===== src/rtl/ext_irq_pkg.sv =====
package ext_irq_pkg;
  localparam int REG_IDX_W = 3;

  typedef enum logic [REG_IDX_W-1:0] {
    RG_MASK  = 3'd0,
    RG_SRC   = 3'd1,
    RG_MSTAT = 3'd2,
    RG_RSTAT = 3'd3,
    RG_CLR   = 3'd4,
    RG_POL   = 3'd5,
    RG_EDGE  = 3'd6,
    RG_SWI   = 3'd7
  } reg_sel_e;
endpackage


===== src/rtl/ext_irq_sync.sv =====
module ext_irq_sync #(
  parameter int W      = 32,
  parameter int STAGES = 2
) (
  input  logic         clk,
  input  logic         rst,
  input  logic [W-1:0] d,
  output logic [W-1:0] q
);
  logic [W-1:0] chain [STAGES];

  always_ff @(posedge clk) begin
    if (rst) begin
      for (int i = 0; i < STAGES; i++) chain[i] <= '0;
    end else begin
      chain[0] <= d;
      for (int i = 1; i < STAGES; i++) chain[i] <= chain[i-1];
    end
  end

  assign q = chain[STAGES-1];
endmodule


===== src/rtl/ext_irq_line.sv =====
module ext_irq_line (
  input  logic clk,
  input  logic rst,
  input  logic pin_s,
  input  logic pol,
  input  logic edg,
  input  logic clr,
  input  logic swi,
  output logic hit,
  output logic lat,
  output logic req
);
  logic prev;
  logic lvl;

  always_ff @(posedge clk) begin
    if (rst) prev <= 1'b0;
    else     prev <= pin_s;
  end

  // Edge taken on the synchronised pin, so a polarity flip makes no edge
  assign hit = edg & (pol ? (pin_s & ~prev) : (~pin_s & prev));
  assign lvl = pol ? pin_s : ~pin_s;

  always_ff @(posedge clk) begin
    if (rst)      lat <= 1'b0;
    else if (edg) lat <= hit | (lat & ~clr);
    else          lat <= 1'b0;
  end

  assign req = swi | (edg ? lat : lvl);
endmodule


===== src/rtl/ext_irq_regs.sv =====
module ext_irq_regs
  import ext_irq_pkg::*;
#(
  parameter int NLINES = 32
) (
  input  logic              clk,
  input  logic              rst,
  input  reg_sel_e          sel,
  input  logic              wr,
  input  logic [NLINES-1:0] wdata,
  input  logic              rd,
  input  logic [NLINES-1:0] raw_req,
  output logic [NLINES-1:0] mask_q,
  output logic [NLINES-1:0] src_q,
  output logic [NLINES-1:0] pol_q,
  output logic [NLINES-1:0] edg_q,
  output logic [NLINES-1:0] swi_q,
  output logic [NLINES-1:0] clr_vec,
  output logic [NLINES-1:0] rdata
);
  logic [NLINES-1:0] rd_mux;

  always_ff @(posedge clk) begin
    if (rst) begin
      mask_q <= '1;
      src_q  <= '0;
      pol_q  <= '1;
      edg_q  <= '0;
      swi_q  <= '0;
    end else if (wr) begin
      case (sel)
        RG_MASK: mask_q <= wdata;
        RG_SRC:  src_q  <= wdata;
        RG_POL:  pol_q  <= wdata;
        RG_EDGE: edg_q  <= wdata;
        RG_SWI:  swi_q  <= wdata;
        default: ;
      endcase
    end
  end

  assign clr_vec = (wr && sel == RG_CLR) ? wdata : '0;

  always_comb begin
    case (sel)
      RG_MASK:  rd_mux = mask_q;
      RG_SRC:   rd_mux = src_q;
      RG_MSTAT: rd_mux = raw_req & ~mask_q;
      RG_RSTAT: rd_mux = raw_req;
      RG_POL:   rd_mux = pol_q;
      RG_EDGE:  rd_mux = edg_q;
      RG_SWI:   rd_mux = swi_q;
      default:  rd_mux = '0;
    endcase
  end

  always_ff @(posedge clk) begin
    if (rst)     rdata <= '0;
    else if (rd) rdata <= rd_mux;
  end
endmodule


===== src/rtl/ext_irq_unit.sv =====
module ext_irq_unit
  import ext_irq_pkg::*;
#(
  parameter int NLINES      = 32,
  parameter int SYNC_STAGES = 2
) (
  input  logic              clk,
  input  logic              rst,
  input  logic [NLINES-1:0] irq_pin_i,
  input  logic [2:0]        bus_word,
  input  logic              bus_wr,
  input  logic [NLINES-1:0] bus_wdata,
  input  logic              bus_rd,
  output logic [NLINES-1:0] bus_rdata,
  output logic [NLINES-1:0] irq_o
);
  logic [NLINES-1:0] pin_s;
  logic [NLINES-1:0] mask_q, src_q, pol_q, edg_q, swi_q, clr_vec;
  logic [NLINES-1:0] hit_vec, lat_vec, raw_req;

  ext_irq_sync #(.W(NLINES), .STAGES(SYNC_STAGES)) u_sync (
    .clk (clk),
    .rst (rst),
    .d   (irq_pin_i),
    .q   (pin_s)
  );

  ext_irq_regs #(.NLINES(NLINES)) u_regs (
    .clk     (clk),
    .rst     (rst),
    .sel     (reg_sel_e'(bus_word)),
    .wr      (bus_wr),
    .wdata   (bus_wdata),
    .rd      (bus_rd),
    .raw_req (raw_req),
    .mask_q  (mask_q),
    .src_q   (src_q),
    .pol_q   (pol_q),
    .edg_q   (edg_q),
    .swi_q   (swi_q),
    .clr_vec (clr_vec),
    .rdata   (bus_rdata)
  );

  for (genvar g = 0; g < NLINES; g++) begin : g_line
    ext_irq_line u_line (
      .clk   (clk),
      .rst   (rst),
      .pin_s (pin_s[g]),
      .pol   (pol_q[g]),
      .edg   (edg_q[g]),
      .clr   (clr_vec[g]),
      .swi   (swi_q[g]),
      .hit   (hit_vec[g]),
      .lat   (lat_vec[g]),
      .req   (raw_req[g])
    );
  end

  always_ff @(posedge clk) begin
    if (rst) irq_o <= '0;
    else     irq_o <= raw_req & ~mask_q;
  end
endmodule


===== config.mk =====
export PLATFORM = sky130hd
export DESIGN_NAME = ext_irq_unit
export DESIGN_NICKNAME = d
export VERILOG_FILES = /design/src/rtl/ext_irq_pkg.sv /design/src/rtl/ext_irq_sync.sv /design/src/rtl/ext_irq_line.sv /design/src/rtl/ext_irq_regs.sv /design/src/rtl/ext_irq_unit.sv
export SDC_FILE = /design/constraint.sdc
export NUM_CORES = 1
export LEC_CHECK = 0
export BUFFER_PORTS_ARGS = -buffer_cell sky130_fd_sc_hd__clkbuf_2
export CORE_MARGIN = 2
export CORE_UTILIZATION = 58
export DETAILED_ROUTE_END_ITERATION = 8
export PLACE_DENSITY_LB_ADDON = 0.05
export RECOVER_POWER = 50
export SLEW_MARGIN = 5
export SYNTH_ARGS = -nofsm -noshare
export SYNTH_HDL_FRONTEND = slang
export SYNTH_SLANG_ARGS = --single-unit

===== constraint.sdc =====
create_clock -name clk -period 1.63 [get_ports clk]
set_clock_uncertainty 0.05 [all_clocks]
set_input_delay 0.0815 -clock clk [delete_from_list [all_inputs] [get_ports clk]]
set_output_delay 0.0815 -clock clk [all_outputs]
set_load 0.005 [all_outputs]

==> implementation parameters <==
Parameter                              Value

Place
  Placed wire-length estimate    around 24 mm
  I/O Buffers    134
  Gpl congestion    0.860
  Placed cell count    2045
  Worst Setup Slack post-DPL    between 0.04 and 0.05 ns

Min path
  Worst Hold Path Cells    5
  Worst hold path startpoint    bus_wr
  Hold Crit Endpoint    u_regs.pol_q[29]
  HP Class    in2reg

Floorplanning
  Die Ht    approximately 160 µm
  Rows    57
  Core footprint    24100 µm²
  Width of the die    160 µm
  Die outline area    roughly 26000 µm²
  Number of top-level design ports    135
  Initial core utilization    0.587

Routing
  DRC violation count after routing    0
  Number of search-and-repair iterations in the first detailed-routing pass    6
  Average wire length per cell after detail routing    18.2 µm
  Total number of vias    12600
  Number of DRC markers after the initial detailed-route iteration    988
  Antenna-violating nets left    0
  Post-detailed-route via-to-cell ratio    5.77
  Total routed wirelength    between 30 and 40 mm

CTS
  Number of levels in the clock H-tree    2
  Number of clock buffers inserted by TritonCTS    38
  Largest buffer count on any clock path    3
  Clock latency on the worst-skew pair    roughly 0.52 ns
  Number of clock sinks seen by CTS    352
  Clock root cell    clkbuf_16
  Post-cts gate resize count    0
  CTS tree    done
  CTS clk-pin slew, worst paths    around 0.070 ns

Logic synthesis
  Share of the yosys chip area belonging to registers    0.498
  Portion of synthesized cell area occupied by the leading cell type    0.498
  Biggest area consumer among synthesized cells    dfxtp_1
  Post-Synthesis Cell Area    about 14000 µm²
  Count of unique library cells instantiated by Yosys    40
  Most instantiated flip-flop cell in the synthesis netlist    dfxtp_1
  Dominant cells by area after synthesis    dfxtp_1 (50%), nand2_1 (8.4%), nor2b_1 (5.0%), a21oi_1 (5.0%), nor2_1 (2.7%)
  Number of enable-type register cells in the synthesized netlist    0
  Synth Area per Inst    slightly below 9 µm²
  Synthesized netlist net count    approximately 1700
  Flip-flop and latch count after synthesis    between 300 and 400
  Post-synth ARST share    0
  Ys Warns    0
  Synthesized instance count    about 1600

STA
  Worst slew pin tran    between 0.8 and 0.9 ns
  Peak clock frequency supported by timing    0.682 GHz
  Final Critical Period    1.47 ns
  Relative slew slack    0.432
  Total negative slack    0 ns
  Slew Viols, Final    0
  Number of hold-slack violations in the final timing report    0
  Setup repair after global routing missed its margin    false
  Share of the cycle needed by the critical path after routing    0.900
  Final WS setup    between 0.15 and 0.2 ns
  # setup viols final    0

Worst setup path
  Worst path slowest cell    buf_2
  Sort of element at the end of the critical path    flip-flop
  Capture instance of the worst register-to-register path    irq_o[11]
  CP Data Arrival Time    1.85 ns
  Data required, critical path    around 2.0 ns
  Worst stage delay on the critical path    between 0.6 and 0.7 ns
  Critical Path Source Type    input pin
  R2R depth    3
  Critical-path maximum fanout    32
  Reg2reg setup slack    0.33 ns
  Critical-path cell list    clkbuf_2 > or2_2 > buf_6 > nor2_1 > buf_2 > nand2_1 > a21oi_1
  Startpoint of the lowest-slack register-to-register path    u_regs.pol_q[11]
  Crit path kind    in2reg

Final layout
  Fraction of layout cells with a size suffix above 1    0.142
  Register Area    7050 µm²
  Post-route insts no fill    2183
  Fill cells    1938
  Post-layout utilization of the core    0.722
  N_diodes    0
  Layout-stage area growth over the synthesis result    23.0%
  Nets@finish    1903
  Multi-input gate area in the final layout    6500 µm²

Run
  Count of maximum capacitance violations    0

Power
  Leakage dissipation    ~7.3 nW
  Power density of the placed cells    1110 nW/µm²
  Worst vdd ir    just over 0.0008 V

GRT
  Global-route usage over all layers    0.307
  Global-route wire length before repair    63.7 mm
  Pin count of the biggest net entering global routing    52
  Remaining global-route overflow    0
  Number of antenna violations at the first check in global routing    0
  Vias in the first global route    12100

Status
  Result of the run    complete, no violations
-- stage by stage --
step | hold WS [ns] | total power [mW] | instance area [µm²]
final | 0.0618 | 19.2 | 17400
after global routing | 0.0890 | 19.9 | 17400
after CTS | 0.0435 | 19.3 | 17500
after detailed placement | 0.245 | 10.7 | 15500
after global placement | 0.239 | 10.7 | 15500
after floorplan | 0.149 | 10.1 | 14200
-- Yosys cell counts (all sizes together) (14+ instances only) --
library cell	count
nor2	104
a31oi	14
o22ai	32
a221oi	19
o311a	19
a21o	19
o21a	18
a22o	19
nand3	33
mux2i	32
a21boi	19
o21ai	45
nand2	317
buf	29
a211o	31
xor2	32
and3	14
a21oi	141
dfxtp	352
clkbuf	81
o221ai	19
nor3b	32
nor2b	113
inv	53
-- cell usage in the layout, fill, tap and decap left out, types with 2 or more instances in the layout --
cell	netlist	layout
nor2b_1	113	110
o221ai_1	19	19
clkbuf_1	81	24
dfxtp_1	352	352
nor2b_4	0	2
nor2_4	1	2
o21ai_0	41	41
clkbuf_8	0	10
nor2_1	103	102
a221o_1	13	13
xor2_1	32	32
mux2i_1	32	32
a211o_1	31	31
a21boi_1	19	19
buf_12	0	15
clkinv_4	0	2
clkbuf_16	0	39
or2_2	0	3
o21a_1	18	18
and3_1	14	14
nor3b_1	32	32
clkinv_2	0	4
a32oi_1	13	13
a221oi_1	19	19
a31oi_1	14	13
nand2_1	317	317
inv_1	52	52
nand3_1	33	32
o21ai_1	4	4
clkbuf_2	0	125
a22o_1	19	19
o22ai_1	32	32
buf_4	3	36
dlygate4sd3_1	0	71
a21oi_1	141	141
bufinv_16	0	2
a21o_1	19	19
o311a_1	19	19
mux2_2	13	13
-- critical path, delay by kind of cell --
kind	cells	cell delay, ns
buf+inv	3	1.01
compound gates	1	0.17
simple gates	3	0.57
-- power by group --
part / total (mW) / internal, mW / leakage (nW) / switching, mW
logic: 1.64 / 0.721 / 3.83 / 0.915
clock network: 8.55 / 5.14 / 0.618 / 3.42
registers: 9.05 / 8.85 / 2.87 / 0.200
-- per-layer routing --
layer | vias to the layer above | GRT usage | wire [µm]
met3 | 118 | 0.0410 | 2510
met5 | - | 0 | 0
li1 | 6043 | - | -
met2 | 478 | 0.517 | 18700
met1 | 5955 | 0.399 | 17100
met4 | 0 | 0.129 | 1430
-- sequential cells by signal, summed over array words and instances (netlist names) --
name	cells
u_regs.src_q	32
u_regs.swi_q	32
u_regs.pol_q	32
g_line.u_line.prev	32
u_regs.rdata	32
u_sync.chain	64
u_regs.mask_q	32
g_line.u_line.lat	32
u_regs.edg_q	32
irq_o	32
-- timing repair --
action	CTS	global route
buffers inserted	0	0
hold buffers	71	0
endpoints found under the setup margin	0	0
endpoints found under the hold margin	216	0
-- cells by family after synthesis --
group	share of synthesized area
simple gates	0.201
mux	0.0330
buf+inv	0.0461
compound gates	0.202
xor+xnor	0.0198
flops	0.498
-- worst max path at each step --
| stage | start | end |
|---|---|---|
| after floorplan | bus_word[0] | g_line[11].u_line.lat |
| after global placement | bus_word[0] | g_line[14].u_line.lat |
| after detailed placement | bus_word[0] | g_line[7].u_line.lat |
| after CTS | bus_word[2] | u_regs.swi_q[10] |
| after global routing | bus_word[2] | u_regs.swi_q[10] |
| final | bus_word[1] | u_regs.src_q[25] |
-- cell type report --
| class | count | area share |
|---|---|---|
| Sequential cell | 352 | 0.405 |
| Multi-Input combinational cell | 1121 | 0.373 |
| Timing Repair Buffer | 266 | 0.115 |
| Clock buffer | 56 | 0.0649 |
| Tap cell | 324 | 0.0233 |
| Inverter | 53 | 0.0114 |
| Clock inverter | 11 | 0.00719 |
Note: power is estimated with default switching activity, not from simulation.
